`config.mk`:
```
export PLATFORM = sky130hd
export DESIGN_NAME = ccd_line_sequencer
export DESIGN_NICKNAME = d
export VERILOG_FILES = /design/src/rtl/ccd_seq_pkg.sv /design/src/rtl/ccd_sat_counter.sv /design/src/rtl/ccd_region_decode.sv /design/src/rtl/ccd_line_sequencer.sv
export SDC_FILE = /design/constraint.sdc
export NUM_CORES = 1
export LEC_CHECK = 0
export ABC_AREA = 1
export CORE_MARGIN = 5
export CORE_UTILIZATION = 45
export DETAILED_ROUTE_END_ITERATION = 16
export PLACE_DENSITY = 0.7
export SLEW_MARGIN = 15
export SYNTH_ARGS = -nofsm -noshare
export SYNTH_HDL_FRONTEND = slang
export SYNTH_HIERARCHICAL = 1
export SYNTH_SLANG_ARGS = --single-unit
```
`constraint.sdc`:
```
create_clock -name clk -period 1.3 [get_ports clk]
set_input_delay 0.195 -clock clk [delete_from_list [all_inputs] [get_ports clk]]
set_output_delay 0.195 -clock clk [all_outputs]
set_load 0.02 [all_outputs]
```
`src/rtl/ccd_seq_pkg.sv`:
```
package ccd_seq_pkg;

  typedef struct packed {
    logic hblk;
    logic pblk;
    logic clpob;
  } ccd_tim_t;

endpackage

```
`src/rtl/ccd_sat_counter.sv`:
```
module ccd_sat_counter #(
  parameter int W = 8
) (
  input  logic         clk,
  input  logic         rst_n,
  input  logic         clr,
  input  logic         adv,
  output logic [W-1:0] cnt
);

  localparam logic [W-1:0] CNT_MAX = '1;

  logic [W-1:0] cnt_d;
  logic         cnt_en;

  always_comb begin
    cnt_en = clr || (adv && (cnt != CNT_MAX));
    cnt_d  = clr ? '0 : cnt + W'(1);
  end

  always_ff @(posedge clk or negedge rst_n) begin
    if (!rst_n) begin
      cnt <= '0;
    end else if (cnt_en) begin
      cnt <= cnt_d;
    end
  end

endmodule

```
`src/rtl/ccd_region_decode.sv`:
```
module ccd_region_decode
  import ccd_seq_pkg::*;
#(
  parameter int PIX_W      = 8,
  parameter int LINE_W     = 6,
  parameter int VSHIFT     = 16,
  parameter int DUMMY      = 28,
  parameter int FRONT_OB   = 4,
  parameter int ACT_PIX    = 64,
  parameter int BACK_OB    = 48,
  parameter int TOP_LINES  = 10,
  parameter int ACT_LINES  = 20
) (
  input  logic [PIX_W-1:0]  pix,
  input  logic [LINE_W-1:0] line,
  input  logic [LINE_W-1:0] mask_lo,
  input  logic [LINE_W-1:0] mask_hi,
  output ccd_tim_t          tim
);

  localparam int EFF_LO_I  = VSHIFT + DUMMY + FRONT_OB;
  localparam int BOB_LO_I  = EFF_LO_I + ACT_PIX;
  localparam int BOB_HI_I  = BOB_LO_I + BACK_OB;

  localparam logic [PIX_W-1:0]  P_SHIFT_END = PIX_W'(VSHIFT);
  localparam logic [PIX_W-1:0]  P_EFF_LO    = PIX_W'(EFF_LO_I);
  localparam logic [PIX_W-1:0]  P_BOB_LO    = PIX_W'(BOB_LO_I);
  localparam logic [PIX_W-1:0]  P_BOB_HI    = PIX_W'(BOB_HI_I);
  localparam logic [LINE_W-1:0] L_EFF_LO    = LINE_W'(TOP_LINES);
  localparam logic [LINE_W-1:0] L_EFF_HI    = LINE_W'(TOP_LINES + ACT_LINES);

  logic eff_pix, eff_line, back_black, band_hit;

  always_comb begin
    eff_pix    = (pix >= P_EFF_LO) && (pix < P_BOB_LO);
    eff_line   = (line >= L_EFF_LO) && (line < L_EFF_HI);
    back_black = (pix >= P_BOB_LO) && (pix < P_BOB_HI);
    band_hit   = (mask_lo <= mask_hi) && (line >= mask_lo) && (line <= mask_hi);

    tim.hblk   = pix < P_SHIFT_END;
    tim.pblk   = !(eff_pix && eff_line);
    tim.clpob  = back_black && !band_hit;
  end

endmodule

```
`src/rtl/ccd_line_sequencer.sv`:
```
module ccd_line_sequencer
  import ccd_seq_pkg::*;
#(
  parameter int VSHIFT      = 16,
  parameter int DUMMY       = 28,
  parameter int FRONT_OB    = 4,
  parameter int ACT_PIX     = 64,
  parameter int BACK_OB     = 48,
  parameter int TOP_LINES   = 10,
  parameter int ACT_LINES   = 20,
  parameter int BOT_LINES   = 2,
  localparam int PIX_END    = VSHIFT + DUMMY + FRONT_OB + ACT_PIX + BACK_OB,
  localparam int LINE_END   = TOP_LINES + ACT_LINES + BOT_LINES,
  localparam int PIX_W      = $clog2(PIX_END + 1),
  localparam int LINE_W     = $clog2(LINE_END + 1)
) (
  input  logic              clk,
  input  logic              rst_n,
  input  logic              hd,
  input  logic              vd,
  input  logic [LINE_W-1:0] mask_start,
  input  logic [LINE_W-1:0] mask_end,
  output logic              hblk,
  output logic              pblk,
  output logic              clpob,
  output logic [PIX_W-1:0]  pix_cnt,
  output logic [LINE_W-1:0] line_cnt
);

  logic [1:0] rst_pipe;
  logic       rst_q;
  ccd_tim_t   tim_d;
  ccd_tim_t   tim_q;

  always_ff @(posedge clk or negedge rst_n) begin
    if (!rst_n) begin
      rst_pipe <= '0;
    end else begin
      rst_pipe <= {rst_pipe[0], 1'b1};
    end
  end

  assign rst_q = rst_pipe[1];

  ccd_sat_counter #(.W(PIX_W)) u_pix_ctr (
    .clk   (clk),
    .rst_n (rst_q),
    .clr   (hd),
    .adv   (1'b1),
    .cnt   (pix_cnt)
  );

  ccd_sat_counter #(.W(LINE_W)) u_line_ctr (
    .clk   (clk),
    .rst_n (rst_q),
    .clr   (vd),
    .adv   (hd),
    .cnt   (line_cnt)
  );

  ccd_region_decode #(
    .PIX_W     (PIX_W),
    .LINE_W    (LINE_W),
    .VSHIFT    (VSHIFT),
    .DUMMY     (DUMMY),
    .FRONT_OB  (FRONT_OB),
    .ACT_PIX   (ACT_PIX),
    .BACK_OB   (BACK_OB),
    .TOP_LINES (TOP_LINES),
    .ACT_LINES (ACT_LINES)
  ) u_decode (
    .pix     (pix_cnt),
    .line    (line_cnt),
    .mask_lo (mask_start),
    .mask_hi (mask_end),
    .tim     (tim_d)
  );

  always_ff @(posedge clk or negedge rst_q) begin
    if (!rst_q) begin
      tim_q <= '0;
    end else begin
      tim_q <= tim_d;
    end
  end

  assign hblk  = tim_q.hblk;
  assign pblk  = tim_q.pblk;
  assign clpob = tim_q.clpob;

endmodule

```
==> metrics, run 1 <==
share of cells above drive strength 1=31.8%; Slew Viols, Final=0; post-detail-place hpwl=2910 um; Final WS setup=-0.0673 ns; TNS Setup=-0.147 ns; gp weighted congestion=0.823; total grt overflow=0; Layout Nets=326; CTS root buf=clkbuf_4; internal power=956 uW; Power Density=622 nW/um2; Area growth syn-to-layout=48.7%; fraction of synthesized area in multiplexers=0%; Std-Cell Rows=21; P_leak=0.00124 uW; failing checks=negative setup slack; Switching Fraction=33.7%; Highest Clock Rate=731 MHz; FF-to-FF Start=u_line_ctr/cnt[3]; Core Box Area=3340 um2; synth unique cells=25; pre-CTS WS=-0.329 ns; largest net degree at the start of global routing=12; Inserted Diodes=0; Final min period=1.37 ns; setup violators final=3; first-pass GRT wire length=6040 um; Ys Warns=6; wire length per cell=11.9 um; asr flop ratio synth=100%; CP Max Fanout=3; CTS tree=yes; depth of the most critical reg-to-reg path=8; overall routing resource usage=16.9%; post-synthesis xor/xnor area fraction=0%; Layout fillers=294; via-per-instance ratio=4.78; critical path endpoint category=output port; Switching Power=486 uW; CTS sink count=19; clk slew on worst S/H paths=0.13 ns; RSZ-0062 raised after global routing=yes; R2R Path End=clpob; Die X=68.9 um; compound-gate portion of the synthesized area=8.34%; status=complete, but fails checks; R2R setup slack=-0.06 ns; Multi-input gate area=1100 um2; starting density of the core=46.8%; Seq. cell area=487 um2; DRC=0; adder-cell share of the synthesized area=16.0%; initial antenna violation count=0; drt first pass iters=4; Routed WL=3980 um; top_reg_cell synth=dfrtp_1; power share of the combinational group=31.8%; initial drt markers=77; CP Class=register to output port; EDFF count, synth=0; worst hold path class=input pin to async pin; Die Y=68.9 um; clock power share=23.0%; total power=1440 uW; crit share post-route=105%; Antenna Nets Post-Route=0; CP required=1.11 ns; H-Tree Depth=1; largest family of logic cells by synthesized area=simple AND/OR/NAND/NOR gates; I/O Pins=33; CP Launch Type=register; CTS Buf Count=3; #FFs+latches synth=19; number of port buffers=32; clk_lat worst skew=0.31 ns; vias in the first global route=1395; die area=4750 um2; sequential cell area fraction in the yosys report=30.5%; Max IR drop VDD=0.531 mV; syn avg cell area=7.00 um2; final hold vios=0; Clock Tree Buf Depth=2; Vias=1600; Max Cap Violations=0; cells after synthesis=223; Layout Skew=0.00466 ns; Syn Std Cell Area=1560 um2; simple-gate share of the synthesized area=34.7%; sequential share of power=45.1%; Arr. time, crit path=1.17 ns
==> how the worst max path moves through the flow <==
stage                                 start               end  slack (ns)
after floorplan           u_line_ctr/cnt[5]             clpob       -0.03
after global placement          mask_end[5]             clpob       -0.29
after detailed placement        mask_end[5]             clpob       -0.33
after CTS                 u_line_ctr/cnt[1]             clpob       -0.04
after global routing       u_pix_ctr/cnt[1]  u_pix_ctr/cnt[4]       -0.15
final                      u_pix_ctr/cnt[0]        pix_cnt[0]       -0.07
==> state kept, by name, indices dropped and copies added, names as in the netlist <==
name	count
u_pix_ctr/cnt	8
u_line_ctr/cnt	6
rst_pipe	2
clpob	1
hblk	1
pblk	1
==> placed cells by master (no fill, tap or decap), types with 3 or more instances in the layout <==
cell	netlist	final
a21oi_1	9	9
buf_4	0	23
clkbuf_2	0	7
clkbuf_4	0	3
clkdlybuf4s50_1	0	15
conb_1	1	5
dfrtp_1	19	10
dfrtp_2	0	9
dlygate4sd2_1	0	6
ha_1	20	14
ha_4	0	6
inv_1	40	37
inv_2	0	3
nand2_1	68	57
nand2_2	5	12
nand2_4	3	7
nand3_1	20	17
nand3_2	0	3
nor2_1	14	11
nor2_2	3	4
nor2_4	1	3
nor3_1	4	3
==> cells by family (layout without fill, tap and decap cells) <==
family | after synthesis | in the layout
other | 1 | 5
AO/OA/AOI/OAI | 21 | 21
AND/OR/NAND/NOR | 121 | 121
flip-flops | 19 | 19
buffers and inverters | 41 | 103
adder cells (fa/ha/maj) | 20 | 20
==> cell type report <==
| class | instances | area share [%] |
|---|---|---|
| repair buffers | 58 | 20.9 |
| multi-input cells | 167 | 47.6 |
| clock buffers | 3 | 0.971 |
| inverters | 41 | 6.85 |
| clock inverters | 1 | 0.216 |
| well taps | 46 | 2.48 |
| flip-flops and latches | 19 | 21.0 |
==> routing by layer <==
metal  track usage, %  vias up  routed length, um
met5                0        -                  0
met4             5.11        0                 38
met3             2.59        4                180
met2             26.4       32               1850
met1             24.0      728               1920
li1                 -      836                  -
==> critical path: stages (launching register included) <==
cell	delay, ns
dfrtp_2	0.44
buf_4	0.14
buf_4	0.13
buf_2	0.15
==> stage by stage <==
step / cells / util [%] / hold WS, ns / area, um2
floorplan: 227 / - / -0.101 / 1600
global placement: 329 / 64.7 / 0.159 / 2160
detailed placement: 329 / 64.7 / 0.166 / 2160
CTS: 333 / 65.7 / 0.0209 / 2190
global route: 335 / 69.5 / 0.00936 / 2320
finish: 335 / 69.5 / 0.0172 / 2320
==> synthesized netlist by cell type (2+ instances only) <==
cell type	number	share of area, %
dfrtp_1	19	30
nand2_4	3	2.2
nor3_1	4	1.3
nand2_2	5	2.0
ha_1	20	16
a21oi_2	2	1.1
a21oi_1	9	2.9
nor2_2	3	1.2
inv_1	40	9.6
o21bai_1	2	0.96
nor2_1	14	3.4
o21ai_0	2	0.64
nand2_1	68	16
nand4_1	2	0.80
nand3_1	20	6.4
==> power groups by stage <==
stage          clock [uW]  sequential (uW)  combinational (uW)
6_report              332              651                 459
5_1_grt               358              655                 513
4_1_cts               328              648                 405
3_5_place_dp            0              657                 413
3_3_place_gp            0              656                 409
2_1_floorplan           0              703                 156
==> timing repair <==
action | 4_1_cts | 5_1_grt
hold endpoints to repair | 0 | 0
setup endpoints to repair | 22 | 21
pin swaps | 1 | 19
hold buffers | 0 | 0
gates resized for setup | 35 | 44
setup buffers | 0 | 2
Note: power is estimated with default switching activity, not from simulation.
==> inputs of run 2 (changes only) <==
--- a/config.mk
+++ b/config.mk
@@ -9,7 +9,8 @@
 export CORE_MARGIN = 5
 export CORE_UTILIZATION = 45
 export DETAILED_ROUTE_END_ITERATION = 16
-export PLACE_DENSITY = 0.7
+export DONT_BUFFER_PORTS = 1
+export PLACE_DENSITY = 0.58
 export SLEW_MARGIN = 15
 export SYNTH_ARGS = -nofsm -noshare
 export SYNTH_HDL_FRONTEND = slang
==> constraint.sdc (replaced) <==
create_clock -name clk -period 1.36 [get_ports clk]
set_input_delay 0.204 -clock clk [delete_from_list [all_inputs] [get_ports clk]]
set_output_delay 0.204 -clock clk [all_outputs]
set_load 0.02 [all_outputs]
==> run 2 against run 1 <==
Net effect: the flow now finishes without violations; cell area down 16%; setup slack gained 0.11 ns; via count shrank 5.8%; count of clock-buffer cells in the layout up 1; hold slack gained 0.040 ns; die area unchanged; highest routed layer unchanged.
==> metrics, run 2 (same netlist as run 1, synthesis figures left out) <==
status=finished, final reports clean; Arr. time, crit path=1.53 ns; Crit path largest cell delay=0.47 ns; CTS sink count=19; setup violators final=0; drt first pass iters=4; Die Y=68.9 um; first-pass GRT wire length=6090 um; Layout Skew=0.0111 ns; Slew Viols, Final=0; pre-CTS WS=0.0161 ns; Std-Cell Rows=21; RSZ-0062 raised after global routing=yes; CP required=1.57 ns; commonest non-fill, non-tap cell in the layout=nand2_1; CTS tree=yes; largest net degree at the start of global routing=13; gp weighted congestion=0.853; Worst path slowest cell=dfrtp_2; Clock Tree Buf Depth=2; CTS Buf Count=3; Max Cap Violations=0; routing usage on met3=2.11%; Vias=1508; Final WS setup=0.0455 ns; die area=4750 um2; grt met2 use=33.0%; grt peak-use layer=met2; I/O Pins=33; vias in the first global route=1443; overall routing resource usage=17.1%; clk_lat worst skew=0.30 ns; share of cells above drive strength 1=23.5%; Max IR drop VDD=0.423 mV; Die X=68.9 um; Final min period=1.31 ns; Core Box Area=3340 um2; biggest regs=u_pix_ctr/cnt: 8 flops, u_line_ctr/cnt: 6 flops, rst_pipe: 2 flops; FF-to-FF Start=u_line_ctr/cnt[5]; Most common cell on crit path=nand2_1; Hold EP=u_pix_ctr/cnt[4]; Highest Clock Rate=761 MHz; number of flip-flops in the largest register=8; CP Class=register to register; Hold Crit Start=hd; Inserted Diodes=0; worst hold path depth=3; total grt overflow=0; CP Max Fanout=3; Layout Nets=292; P_leak=0.00104 uW; most frequent cells in the layout=nand2_1 (65), inv_1 (38), buf_4 (20), nand3_1 (20), dfrtp_1 (16); non-filler cells, final=301; initial drt markers=49; H-Tree Depth=1; R2R setup slack=0.05 ns; Power Density=628 nW/um2; worst hold path class=input pin to register; DRC=0; crit share post-route=96.7%; Cell Count Post-Placement=292; Biggest register=u_pix_ctr/cnt; Routed WL=3810 um; Final Util=58.4%; Area growth syn-to-layout=24.9%; clk slew on worst S/H paths=0.12 ns; wire length per cell=12.6 um; final hold vios=0; CP Cell Sequence=ha_4 > nand2_1 > nor2_2 > nand2_1 > nand2_1 > nand3_1 > nand2_1 > inv_1; via-per-instance ratio=5.01; starting density of the core=46.8%; number of port buffers=0; Antenna Nets Post-Route=0; M1 GR Usage=19.2%; CP Launch Type=register; initial antenna violation count=0; post-detail-place hpwl=3020 um; CTS root buf=clkbuf_4; R2R Path End=clpob; depth of the most critical reg-to-reg path=8; critical path endpoint category=register
## run 2: changes by cell type in the layout (fill, tap and decap cells not counted), sizes merged
cell / previous run / this run
buf: 28 / 22
clkbuf: 10 / 4
clkdlybuf4s15: 2 / 0
clkdlybuf4s50: 15 / 0
clkinv: 2 / 1
dlygate4sd2: 6 / 0
dlygate4sd3: 0 / 2
## run 2: power breakdown
| part | internal (uW) | switching [uW] |
|---|---|---|
| logic | 124 | 180 |
| registers | 591 | 37.1 |
| clock network | 114 | 178 |
## run 2: per-stage QoR
step                      setup TNS, ns  cell area, um2  power [uW]  hold slack (ns)
after floorplan                 -0.0250            1580         817          -0.0916
after global placement                0            1780         899          -0.0915
after detailed placement              0            1780         906          -0.0915
after CTS                             0            1820        1210           0.0455
after global routing            -0.0483            1950        1310           0.0536
final                                 0            1950        1220           0.0577
## run 2: worst max-delay path by stage
stage | startpoint | to | slack [ns] | cells after the start
2_1_floorplan | u_line_ctr/cnt[3] | clpob | -0.03 | 8
3_3_place_gp | u_line_ctr/cnt[1] | u_line_ctr/cnt[0] | 0.02 | 8
3_5_place_dp | u_line_ctr/cnt[1] | u_line_ctr/cnt[0] | 0.02 | 8
4_1_cts | u_line_ctr/cnt[1] | u_line_ctr/cnt[0] | 0.006 | 8
5_1_grt | u_line_ctr/cnt[4] | clpob | -0.04 | 9
6_report | u_line_ctr/cnt[5] | clpob | 0.05 | 8
## run 2: layout make-up
type | instances | area, um2
Inverter | 41 | 159
Sequential cell | 19 | 479
Tap cell | 46 | 57.6
Multi-Input combinational cell | 167 | 1030
Timing Repair Buffer | 24 | 193
Fill cell | 332 | 1390
Clock buffer | 4 | 26.3
## run 2: critical path, delay by kind of cell (launching register included)
kind	cells	cell delay (ns)
AND/OR/NAND/NOR	6	0.46
flip-flops	1	0.47
buffers and inverters	1	0.03
adder cells (fa/ha/maj)	1	0.28
## run 2: timing repair
item	4_1_cts	5_1_grt
hold endpoints to repair	3	0
hold buffers	2	0
setup endpoints to repair	0	12
setup buffers	0	3
resized for setup	0	24
## run 2: routing by layer
layer  part of all wire [%]  up-vias
li1                       -      774
met1                     40      705
met2                     54       25
met3                    4.3        4
met4                   0.87        0
met5                      0        -
==> inputs of run 3 (changes only) <==
--- a/config.mk
+++ b/config.mk
@@ -6,6 +6,7 @@
 export NUM_CORES = 1
 export LEC_CHECK = 0
 export ABC_AREA = 1
+export CORE_ASPECT_RATIO = 0.8
 export CORE_MARGIN = 5
 export CORE_UTILIZATION = 45
 export DETAILED_ROUTE_END_ITERATION = 16
==> run 3 against run 2 <==
Net effect: maximum frequency is essentially flat; largest cell class unchanged; register-to-register slack is essentially flat; critical path type unchanged; utilization grew 1.5 points; setup slack lost 0.0012 ns.
==> metrics, run 3 (same netlist as run 1, synthesis figures left out) <==
status=finished, final reports clean; clk_lat worst skew=0.25 ns; most frequent cells in the layout=nand2_1 (61), inv_1 (39), buf_4 (26), nand3_1 (20), dfrtp_1 (15); Die Y=62.7 um; Arr. time, crit path=1.47 ns; wire length per cell=13.0 um; RSZ-0062 raised after global routing=yes; Hold EP=u_line_ctr/cnt[3]; Slew Viols, Final=0; gp weighted congestion=0.878; total power=1360 uW; Highest Clock Rate=760 MHz; starting density of the core=46.2%; depth of the most critical reg-to-reg path=8; CP required=1.52 ns; Std-Cell Rows=19; via-per-instance ratio=4.97; Inserted Diodes=0; initial drt markers=101; FF-to-FF Start=u_line_ctr/cnt[3]; Max IR drop VDD=0.513 mV; final hold vios=0; CP Max Fanout=3; Power Density=670 nW/um2; CP Launch Type=register; R2R Path End=clpob; CTS sink count=19; clk slew on worst S/H paths=0.07 ns; worst hold path class=input pin to register; number of flip-flops in the largest register=8; pre-CTS WS=-0.0150 ns; first-pass GRT wire length=6360 um; commonest non-fill, non-tap cell in the layout=nand2_1; CTS tree=yes; CP Class=register to register; Biggest register=u_pix_ctr/cnt; biggest regs=u_pix_ctr/cnt: 8 flops, u_line_ctr/cnt: 6 flops, rst_pipe: 2 flops; critical path endpoint category=register; number of port buffers=0; drt first pass iters=4; Area growth syn-to-layout=29.7%; P_leak=0.00109 uW; Max Cap Violations=0; initial antenna violation count=0; Antenna Nets Post-Route=0; Final Util=59.9%; Clock Tree Buf Depth=2; share of cells above drive strength 1=25.8%; H-Tree Depth=1; overall routing resource usage=17.1%; Layout Skew=0.00406 ns; Final WS setup=0.0443 ns; Routed WL=3940 um; Die X=75.8 um; total grt overflow=0; post-detail-place hpwl=3120 um; CTS root buf=clkbuf_8; crit share post-route=96.7%; Core Box Area=3380 um2; vias in the first global route=1355; DRC=0; Final min period=1.32 ns; Vias=1501; R2R setup slack=0.04 ns; Layout Nets=297; setup violators final=0; Hold Crit Start=vd; CTS Buf Count=3; die area=4750 um2; I/O Pins=33; worst hold path depth=3; largest net degree at the start of global routing=13
-- run 3: changes by cell type in the layout (fill, tap and decap cells not counted), sizes merged --
cell / delta
buf: +5
-- run 3: stage by stage --
stage | TNS (ns) | area, um2 | instances | hold WS [ns]
floorplan | -0.0250 | 1580 | 227 | -0.0916
global placement | 0 | 1800 | 292 | -0.0915
detailed placement | -0.0150 | 1800 | 292 | -0.0915
CTS | 0 | 1890 | 300 | 0.0871
global route | -0.0909 | 2020 | 302 | 0.0931
finish | 0 | 2020 | 302 | 0.0969
-- run 3: worst max-delay path, stage by stage (launching register included) --
cell	delay [ns]
dfrtp_2	0.44
ha_1	0.31
nand2_1	0.07
a21oi_2	0.12
nor2_1	0.06
nand2_1	0.06
nand3_1	0.07
nand2_1	0.06
inv_1	0.04
-- run 3: cell type report --
type	instances	area (um2)
clock buffer	4	45.0
fill	334	1350
inverter	41	159
multi-input combinational	167	1060
sequential	19	480
tap	42	52.6
timing repair buffer	29	226
-- run 3: worst max path at each step --
| stage | endpoint | from | slack (ns) | cells past startpoint |
|---|---|---|---|---|
| floorplan | clpob | u_line_ctr/cnt[3] | -0.03 | 8 |
| global placement | u_line_ctr/cnt[0] | u_line_ctr/cnt[1] | 0.01 | 8 |
| detailed placement | u_line_ctr/cnt[0] | u_line_ctr/cnt[1] | -0.01 | 8 |
| CTS | clpob | u_line_ctr/cnt[5] | 0.01 | 8 |
| global route | clpob | u_line_ctr/cnt[3] | -0.04 | 8 |
| finish | clpob | u_line_ctr/cnt[3] | 0.04 | 8 |
-- run 3: repair_timing --
item,in CTS,in global routing
resized for setup,1,25
buffers inserted,2,2
pin swaps,0,11
cloned,0,0
hold buffers,2,0
setup endpoints to repair,3,11
endpoints found under the hold margin,3,0
-- run 3: where the power goes --
group	internal, uW	switching, uW	leakage (uW)	total, uW
Clock	208	185	0.0000228	393
Sequential	592	36.9	0.000240	629
Combinational	143	191	0.000822	334
-- run 3: routing by layer --
layer	wire length [um]	track usage, %	vias to the layer above
met4	12	2.40	0
met2	1830	24.1	37
met5	0	0	-
met1	1840	26.0	687
li1	-	-	775
met3	253	4.98	2
